[config.mk]
export PLATFORM = sky130hd
export DESIGN_NAME = lvl_detect
export DESIGN_NICKNAME = d
export VERILOG_FILES = /design/src/rtl/lvl_pkg.sv /design/src/rtl/lvl_mag.sv /design/src/rtl/lvl_ctrl.sv /design/src/rtl/lvl_accum.sv /design/src/rtl/lvl_detect.sv
export SDC_FILE = /design/constraint.sdc
export NUM_CORES = 1
export LEC_CHECK = 0
export BUFFER_PORTS_ARGS = -buffer_cell sky130_fd_sc_hd__buf_2
export CAP_MARGIN = 20
export CORE_MARGIN = 3
export CORE_UTILIZATION = 51
export CTS_CLUSTER_SIZE = 12
export DETAILED_ROUTE_END_ITERATION = 7
export MAX_ROUTING_LAYER = met4
export PLACE_DENSITY = 0.8
export SLEW_MARGIN = 20
export SYNTH_ARGS = -nofsm -noshare
export SYNTH_HDL_FRONTEND = slang
export SYNTH_HIERARCHICAL = 1
export SYNTH_SLANG_ARGS = --single-unit
[constraint.sdc]
create_clock -name clk -period 7.6 [get_ports clk]
set_clock_uncertainty 0.05 [all_clocks]
set_input_delay 1.52 -clock clk [delete_from_list [all_inputs] [get_ports clk]]
set_output_delay 1.52 -clock clk [all_outputs]
set_load 0.02 [all_outputs]
[src/rtl/lvl_pkg.sv]
package lvl_pkg;

  typedef enum logic {
    LVL_INTEG = 1'b0,
    LVL_LEAKY = 1'b1
  } lvl_mode_e;

  localparam int SHIFT_W = 5;

  // Leak coefficient code to right-shift distance.
  function automatic logic [SHIFT_W-1:0] leak_shift(input logic [1:0] code);
    case (code)
      2'd0:    return 5'd0;
      2'd1:    return 5'd8;
      2'd2:    return 5'd12;
      default: return 5'd16;
    endcase
  endfunction

endpackage

[src/rtl/lvl_mag.sv]
module lvl_mag #(
  parameter int DATA_W = 16
) (
  input  logic [DATA_W-1:0] din,
  output logic [DATA_W-1:0] mag
);
  localparam logic [DATA_W-1:0] MOST_NEG = {1'b1, {(DATA_W-1){1'b0}}};
  localparam logic [DATA_W-1:0] MOST_POS = {1'b0, {(DATA_W-1){1'b1}}};

  always_comb begin
    if (din == MOST_NEG)      mag = MOST_POS;
    else if (din[DATA_W-1])   mag = -din;
    else                      mag = din;
  end
endmodule

[src/rtl/lvl_ctrl.sv]
module lvl_ctrl #(
  parameter int LEN_W = 16
) (
  input  logic             clk,
  input  logic             rst_n,
  input  logic             in_valid,
  input  logic             cfg_leaky,
  input  logic [1:0]       cfg_leak_sel,
  input  logic             cfg_cplx,
  input  logic [LEN_W-1:0] cfg_len,
  output logic             in_ready,
  output logic             restart,
  output logic             take,
  output logic             last
);
  localparam int CNT_W = LEN_W + 1;
  localparam int CFG_W = LEN_W + 4;

  logic [CFG_W-1:0] cfg_now, cfg_q;
  logic [CNT_W-1:0] cnt;
  logic [CNT_W-1:0] cnt_end;
  logic             q_phase;
  logic             rdy_q;
  logic             accept;

  assign cfg_now  = {cfg_leaky, cfg_leak_sel, cfg_cplx, cfg_len};
  assign restart  = rdy_q && (cfg_now != cfg_q);
  assign in_ready = rdy_q;
  assign accept   = in_valid && rdy_q && !restart;
  assign take     = accept && (!cfg_cplx || !q_phase);
  assign cnt_end  = CNT_W'(cfg_len) + CNT_W'(1);
  assign last     = take && (cfg_leaky == lvl_pkg::LVL_INTEG) && (cnt == cnt_end);

  always_ff @(posedge clk or negedge rst_n) begin
    if (!rst_n) begin
      rdy_q   <= 1'b0;
      cfg_q   <= '0;
      cnt     <= '0;
      q_phase <= 1'b0;
    end else begin
      rdy_q <= 1'b1;
      cfg_q <= cfg_now;
      if (restart) begin
        cnt     <= '0;
        q_phase <= 1'b0;
      end else begin
        if (accept && cfg_cplx) q_phase <= !q_phase;
        if (take && !cfg_leaky) cnt <= last ? '0 : cnt + CNT_W'(1);
      end
    end
  end

  p_cnt_bound_r4: assert property (@(posedge clk) disable iff (!rst_n)
    !restart |-> (cnt <= cnt_end));
  p_restart_clears_r9: assert property (@(posedge clk) disable iff (!rst_n)
    restart |=> (cnt == '0 && !q_phase));
  p_q_skip_r7: assert property (@(posedge clk) disable iff (!rst_n)
    (accept && cfg_cplx && q_phase) |=> (cnt == $past(cnt)));
  p_wrap_r3: assert property (@(posedge clk) disable iff (!rst_n)
    last |=> (cnt == '0));
endmodule

[src/rtl/lvl_accum.sv]
module lvl_accum #(
  parameter int DATA_W = 16,
  parameter int ACC_W  = 32
) (
  input  logic              clk,
  input  logic              rst_n,
  input  logic              restart,
  input  logic              take,
  input  logic              last,
  input  logic              leaky,
  input  logic [1:0]        leak_sel,
  input  logic [DATA_W-1:0] mag,
  output logic [ACC_W-1:0]  upd_val
);
  import lvl_pkg::*;
  localparam int FRAC = ACC_W - DATA_W;

  logic [ACC_W-1:0]   acc, sum_next, leak_next, x_wide;
  logic [SHIFT_W-1:0] sh;

  generate
    if (FRAC > 0) begin : g_frac
      assign x_wide = {mag, {FRAC{1'b0}}};
    end else begin : g_nofrac
      assign x_wide = ACC_W'(mag);
    end
  endgenerate

  assign sh        = leak_shift(leak_sel);
  assign sum_next  = acc + ACC_W'(mag);
  assign leak_next = acc - (acc >> sh) + (x_wide >> sh);
  assign upd_val   = leaky ? leak_next : sum_next;

  always_ff @(posedge clk or negedge rst_n) begin
    if (!rst_n) begin
      acc <= '0;
    end else if (restart) begin
      acc <= '0;
    end else if (take) begin
      if (leaky)     acc <= leak_next;
      else if (last) acc <= '0;
      else           acc <= sum_next;
    end
  end

  p_dump_clear_r3: assert property (@(posedge clk) disable iff (!rst_n)
    (take && last) |=> (acc == '0));
  p_leak_unity_r6: assert property (@(posedge clk) disable iff (!rst_n)
    (take && leaky && leak_sel == 2'd0 && !restart) |=> (acc == $past(x_wide)));
endmodule

[src/rtl/lvl_detect.sv]
module lvl_detect #(
  parameter int DATA_W = 16,
  parameter int LEN_W  = 16,
  parameter int ACC_W  = 32
) (
  input  logic              clk,
  input  logic              rst_n,
  input  logic [DATA_W-1:0] in_data,
  input  logic              in_valid,
  output logic              in_ready,
  input  logic              cfg_leaky,
  input  logic [1:0]        cfg_leak_sel,
  input  logic              cfg_cplx,
  input  logic [LEN_W-1:0]  cfg_len,
  input  logic              rd_strobe,
  output logic [ACC_W-1:0]  level_out,
  output logic              level_rdy
);
  logic              restart, take, last, upd;
  logic [DATA_W-1:0] mag;
  logic [ACC_W-1:0]  upd_val;

  lvl_mag #(.DATA_W(DATA_W)) u_mag (
    .din (in_data),
    .mag (mag)
  );

  lvl_ctrl #(.LEN_W(LEN_W)) u_ctrl (
    .clk          (clk),
    .rst_n        (rst_n),
    .in_valid     (in_valid),
    .cfg_leaky    (cfg_leaky),
    .cfg_leak_sel (cfg_leak_sel),
    .cfg_cplx     (cfg_cplx),
    .cfg_len      (cfg_len),
    .in_ready     (in_ready),
    .restart      (restart),
    .take         (take),
    .last         (last)
  );

  lvl_accum #(.DATA_W(DATA_W), .ACC_W(ACC_W)) u_accum (
    .clk      (clk),
    .rst_n    (rst_n),
    .restart  (restart),
    .take     (take),
    .last     (last),
    .leaky    (cfg_leaky),
    .leak_sel (cfg_leak_sel),
    .mag      (mag),
    .upd_val  (upd_val)
  );

  assign upd = take && (cfg_leaky || last);

  always_ff @(posedge clk or negedge rst_n) begin
    if (!rst_n) begin
      level_out <= '0;
      level_rdy <= 1'b0;
    end else begin
      if (upd) level_out <= upd_val;
      if (upd)            level_rdy <= 1'b1;
      else if (rd_strobe) level_rdy <= 1'b0;
    end
  end

  p_flag_set_r8: assert property (@(posedge clk) disable iff (!rst_n)
    upd |=> level_rdy);
  p_flag_clear_r8: assert property (@(posedge clk) disable iff (!rst_n)
    (rd_strobe && !upd) |=> !level_rdy);
  p_hold_r3: assert property (@(posedge clk) disable iff (!rst_n)
    !upd |=> $stable(level_out));
  p_restart_keeps_r9: assert property (@(posedge clk) disable iff (!rst_n)
    (restart && !rd_strobe) |=> ($stable(level_out) && $stable(level_rdy)));
endmodule

==> impl_metrics.toml, run 1 <==
[run_status]
status = "finished, final reports clean"

[global_route]
grt_max_degree = 59
antenna_found_initial = 0
grt_overflow = 0
grt.total_usage = 0.307
grt_pass1_wl_mm = 56.0
grt_pass1_vias = 10100

[logic_synthesis]
synth_nets = 1450
ys_ff_latch = 104
syn_area_per_cell_um2 = 8.41
synth.distinct_cells = 94
yosys_warnings = 6
synth_edf_count = 0
netlist_area_um2 = 11100
ys_async_sr_fraction = 1.00
synth-seq-area-share = 0.234
syn_inst = 1324
synth_ff_type = "dfrtp_1"

[clocking]
clockRootBuffer = "clkbuf_16"
cts_sinks = 104
hold_buffers = 0
clk_pin_slew_ps = 70
cts_resized = 0
h-tree-depth = 3
post_cts_buffers = 0
cts_tree = "yes"
worstSkewPairLatency_ps = 360
cts_buffers = 9
cts_buffer_depth = 2

[sta]
fin_crit_ps = 7000
hold_viol_final = 0
rsz0062_at_grt = "no"
setup_viol = 0
fmax_ghz = 0.143
period_share = 0.921
tns_ps = 0
max_slew.worst_pin.slew_ps = 925
slew_viol_final = 0
slew_headroom = 0.382

[route]
drc = 0
wl_per_cell_um = 22.1
ant_nets = 0
vias_per_cell = 6.47
vias = 10500
wl_mm = 36.1
drt_iter0_drc = 1256
drtPass1Iterations = 8

[layout]
final_common_cell = "nand2_1"
drive_above_1_share = 0.152
seq_area_um2 = 2600
multi_input_area_um2 = 7790
n_fill_cell = 1939
final_net_count = 1475
mostFrequentLayoutCells = "nand2_1 (121), inv_1 (106), dfrtp_1 (104)"
fin_area_um2 = 12000
antennaDiodeCount = 0
post-route-util = 0.565
area_growth_pct = 7.63

[placed_design]
port_buffers = 73
dp.final_hpwl_mm = 28.1
placed_area_um2 = 11600
place.gp.congestion = 1.03

[setup_path]
startpoint_type = "input port"
cp.required_ps = 7790
startpoint = "in_data[2]"
crit_fanout = 6
crit_type = "in -> reg"
endpoint_kind = "flop"
arrival_ps = 7190
r2r_start = "u_accum/acc[24]"

[worst_hold_path]
hp-class = "reg -> reg"
hold_path_startpoint = "level_out[27]"

[pwr]
power.density_nw_per_um2 = 159
ir_worst_vdd_uv = 133
p_leak_nw = 5.49

[floorplanning]
core-area_um2 = 21200
floorplan.die.height_um = 154
num_rows = 53
start_util = 0.525
die_width_um = 154
fp.dieArea_um2 = 23700
io_pins = 74

[run]
maxCapViolCount = 0
==> per-layer routing <==
metal	share of wire	global-route usage	routed length, um	vias to the layer above
met5	0	-	0	-
met4	0.037	0.114	1350	0
met3	0.10	0.0563	3630	96
met2	0.43	0.445	15700	575
met1	0.43	0.430	15400	5115
li1	-	-	-	4752
==> per-stage QoR <==
step	power, mW	setup WS, ps	std cells	hold slack, ps
after global placement	1.38	466	1612	434
final	1.90	604	1629	448
after CTS	1.88	690	1628	451
after detailed placement	1.38	350	1612	435
after global routing	2.00	351	1629	470
after floorplan	1.15	1170	1324	427
==> worst paths after layout <==
kind	end	slack [ps]	cells past startpoint
setup / recovery	level_out[28]	600	21
setup reg to reg	level_out[27]	2650	16
hold / removal	level_out[27]	450	1
min in group asynchronous	level_out[30]	1130	1
max in group asynchronous	u_ctrl/cnt[12]	5210	2
hold reg to reg	level_out[27]	450	1
==> sequential cells by signal, indices dropped and copies added (netlist names) <==
register         cells
u_ctrl/in_ready      1
level_out           32
level_rdy            1
u_accum/acc         32
u_ctrl/cfg_q        20
u_ctrl/cnt          17
u_ctrl/q_phase       1
==> synth_stat cells (all sizes together) (6+ instances only) <==
| master | instances | area share |
|---|---|---|
| o21ai | 67 | 0.032 |
| inv | 106 | 0.036 |
| mux4 | 9 | 0.018 |
| a22oi | 7 | 0.0047 |
| and3 | 18 | 0.010 |
| clkbuf | 52 | 0.018 |
| a211oi | 14 | 0.011 |
| buf | 27 | 0.014 |
| ha | 54 | 0.061 |
| o22ai | 7 | 0.0039 |
| a21o | 34 | 0.023 |
| nand2 | 121 | 0.041 |
| or2 | 6 | 0.0034 |
| a21oi | 83 | 0.037 |
| a22o | 12 | 0.0094 |
| xnor2 | 58 | 0.046 |
| o211ai | 9 | 0.0061 |
| nor2 | 99 | 0.034 |
| xor2 | 54 | 0.042 |
| or3 | 10 | 0.0057 |
| nor2b | 9 | 0.0051 |
| dfrtp | 104 | 0.23 |
| nand4 | 18 | 0.011 |
| a31oi | 28 | 0.016 |
| or4 | 7 | 0.0057 |
| and2 | 13 | 0.0073 |
| mux2 | 49 | 0.050 |
| fa | 32 | 0.058 |
| nor4 | 16 | 0.011 |
| mux2i | 39 | 0.035 |
| nor3 | 26 | 0.013 |
| nand2b | 15 | 0.0084 |
| nand3 | 36 | 0.017 |
| o31ai | 6 | 0.0053 |
==> layout make-up <==
| cell class | instances | share of cell area |
|---|---|---|
| Timing Repair Buffer | 93 | 0.0449 |
| Clock inverter | 6 | 0.00647 |
| Tap cell | 275 | 0.0287 |
| Inverter | 106 | 0.0332 |
| Sequential cell | 104 | 0.217 |
| Multi-Input combinational cell | 1035 | 0.650 |
| Clock buffer | 10 | 0.0199 |
==> report_power, final <==
part	internal (mW)	switching, mW
Combinational	0.304	0.543
Sequential	0.559	0.00275
Clock	0.269	0.224
==> critical path, stage by stage <==
cell	delay, ps
buf_2	140
nor4_2	470
nand3_1	240
o41ai_1	350
mux2i_1	650
mux2_2	320
nor2_1	50
a21oi_1	200
nand2_1	100
fa_1	510
inv_1	80
fa_1	460
a21oi_1	180
nand4b_1	190
a211o_1	200
a31oi_1	200
a221oi_1	450
o21ai_0	170
xnor2_1	270
mux2i_1	140
mux2_2	290
==> logic make-up (layout without fill, tap and decap cells) <==
logic type                 after synthesis  after routing  share of synthesized area
adders and majority gates               86             86                      0.118
and+or+nand+nor                        410            410                      0.187
other                                    1              1                   0.000337
muxes                                   97             97                      0.103
xor gates and xnor gates               113            113                     0.0901
AOI/OAI and AO/OA                      328            328                      0.199
buffers and inverters                  185            215                     0.0680
DFF                                    104            104                      0.234
Power figures use the tool's default switching activity.
==> run 2: changes to the inputs <==
--- a/config.mk
+++ b/config.mk
@@ -8,11 +8,11 @@
 export BUFFER_PORTS_ARGS = -buffer_cell sky130_fd_sc_hd__buf_2
 export CAP_MARGIN = 20
 export CORE_MARGIN = 3
-export CORE_UTILIZATION = 51
+export CORE_UTILIZATION = 65
 export CTS_CLUSTER_SIZE = 12
 export DETAILED_ROUTE_END_ITERATION = 7
 export MAX_ROUTING_LAYER = met4
-export PLACE_DENSITY = 0.8
+export PLACE_DENSITY = 0.95
 export SLEW_MARGIN = 20
 export SYNTH_ARGS = -nofsm -noshare
 export SYNTH_HDL_FRONTEND = slang
==> impl_metrics.toml, run 2 (synthesis results as in run 1) <==
[layout]
final_common_cell = "nand2_1"
final_net_count = 1468
post-route-util = 0.709
top_regs = "level_out: 32 flops, u_accum/acc: 32 flops, u_ctrl/cfg_q: 20 flops"
drive_above_1_share = 0.148
fin_area_um2 = 11800
antennaDiodeCount = 0
area_growth_pct = 6.27
mostFrequentLayoutCells = "nand2_1 (121), inv_1 (106), dfrtp_1 (104)"

[clocking]
clockRootBuffer = "clkbuf_16"
post_cts_buffers = 0
cts_resized = 0
hold_buffers = 0
h-tree-depth = 3
cts_sinks = 104
cts_buffer_depth = 2
cts_buffers = 9
clk_pin_slew_ps = 70
cts_tree = "yes"
worstSkewPairLatency_ps = 360

[floorplanning]
start_util = 0.667
floorplan.die.height_um = 137
io_pins = 74
num_rows = 47
fp.dieArea_um2 = 18700
core-area_um2 = 16700
die_width_um = 137

[placed_design]
dp.final_hpwl_mm = 26.9
place.gp.congestion = 1.15
port_buffers = 73
placed_area_um2 = 11500
dp_slack_ps = 459

[route]
vias = 11000
wl_per_cell_um = 22.8
drt_iter0_drc = 1794
ant_nets = 0
drc = 0
vias_per_cell = 7.01
drtPass1Iterations = 8
wl_mm = 35.7

[global_route]
grt_overflow = 0
grt_max_degree = 85
grt_pass1_wl_mm = 55.4
grt.total_usage = 0.390
antenna_found_initial = 0
grt_pass1_vias = 10400

[sta]
worst_slack_ps = 507
tns_ps = 0
slew_viol_final = 0
hold_viol_final = 0
max_slew.worst_pin.slew_ps = 1000
fin_crit_ps = 7090
slew_headroom = 0.333
fmax_ghz = 0.141
setup_viol = 0
period_share = 0.933
rsz0062_at_grt = "no"

[setup_path]
arrival_ps = 7280
r2r_start = "u_accum/acc[24]"
crit_fanout = 10
cp.required_ps = 7790
crit_type = "in -> reg"
startpoint = "in_data[2]"
endpoint_kind = "flop"
startpoint_type = "input port"

[pwr]
power_mw = 1.85
power.density_nw_per_um2 = 157
ir_worst_vdd_uv = 139
p_leak_nw = 5.44

[worst_hold_path]
hold_path_startpoint = "level_out[27]"
hp-class = "reg -> reg"

[run_status]
status = "finished, final reports clean"

[run]
maxCapViolCount = 0
[run 2: changes by cell type in the layout (fill, tap and decap cells not counted), sizes merged]
cell    change
bufinv      -1
buf         -7
inv         +2
clkinv      -1
[run 2: through the flow]
stage	hold slack, ps	instances
after floorplan	427	1324
after global placement	432	1549
after detailed placement	426	1549
after CTS	451	1565
after global routing	466	1567
final	443	1567
[run 2: report_power, final]
part / switching (mW) / total [mW] / internal, mW
combinational: 0.536 / 0.838 / 0.303
sequential: 0.00292 / 0.561 / 0.559
clock: 0.226 / 0.454 / 0.228
total: 0.764 / 1.85 / 1.09
[run 2: layout make-up]
type / instances / area (um^2)
clock buffers: 10 / 229
clock inverters: 6 / 51.3
fillers: 1258 / 4860
inverters: 106 / 398
multi-input cells: 1035 / 7790
flip-flops and latches: 104 / 2600
well taps: 220 / 275
repair buffers: 86 / 489
[run 2: metal layers]
layer | track usage | vias to the layer above | routed length, um
met3 | 0.101 | 203 | 5010
met1 | 0.513 | 5128 | 13200
met2 | 0.573 | 908 | 15400
met4 | 0.169 | 0 | 2100
li1 | - | 4745 | -
met5 | - | - | 0
[run 2: final timing paths]
kind	to	slack, ps	cells after the start
setup / recovery	level_out[30]	510	20
hold / removal	level_out[27]	440	1
setup reg to reg	level_out[30]	2730	17
hold reg to reg	level_out[27]	440	1
max in group asynchronous	u_accum/acc[16]	5150	2
min in group asynchronous	u_accum/acc[26]	1020	1
[run 2: critical path, cell delays in order]
cell and delay, ps:
buf_2 140, nor4_2 500, nand3_1 250, or3_1 540
nand2_1 260, mux2i_1 110, o21ai_0 320, nand2_1 160
fa_1 550, inv_1 40, ha_1 440, a21o_1 220
a21o_1 190, a21o_1 190, a311oi_1 530, mux2_2 410
a21oi_1 150, o211ai_1 130, or2_2 330, mux2_2 280
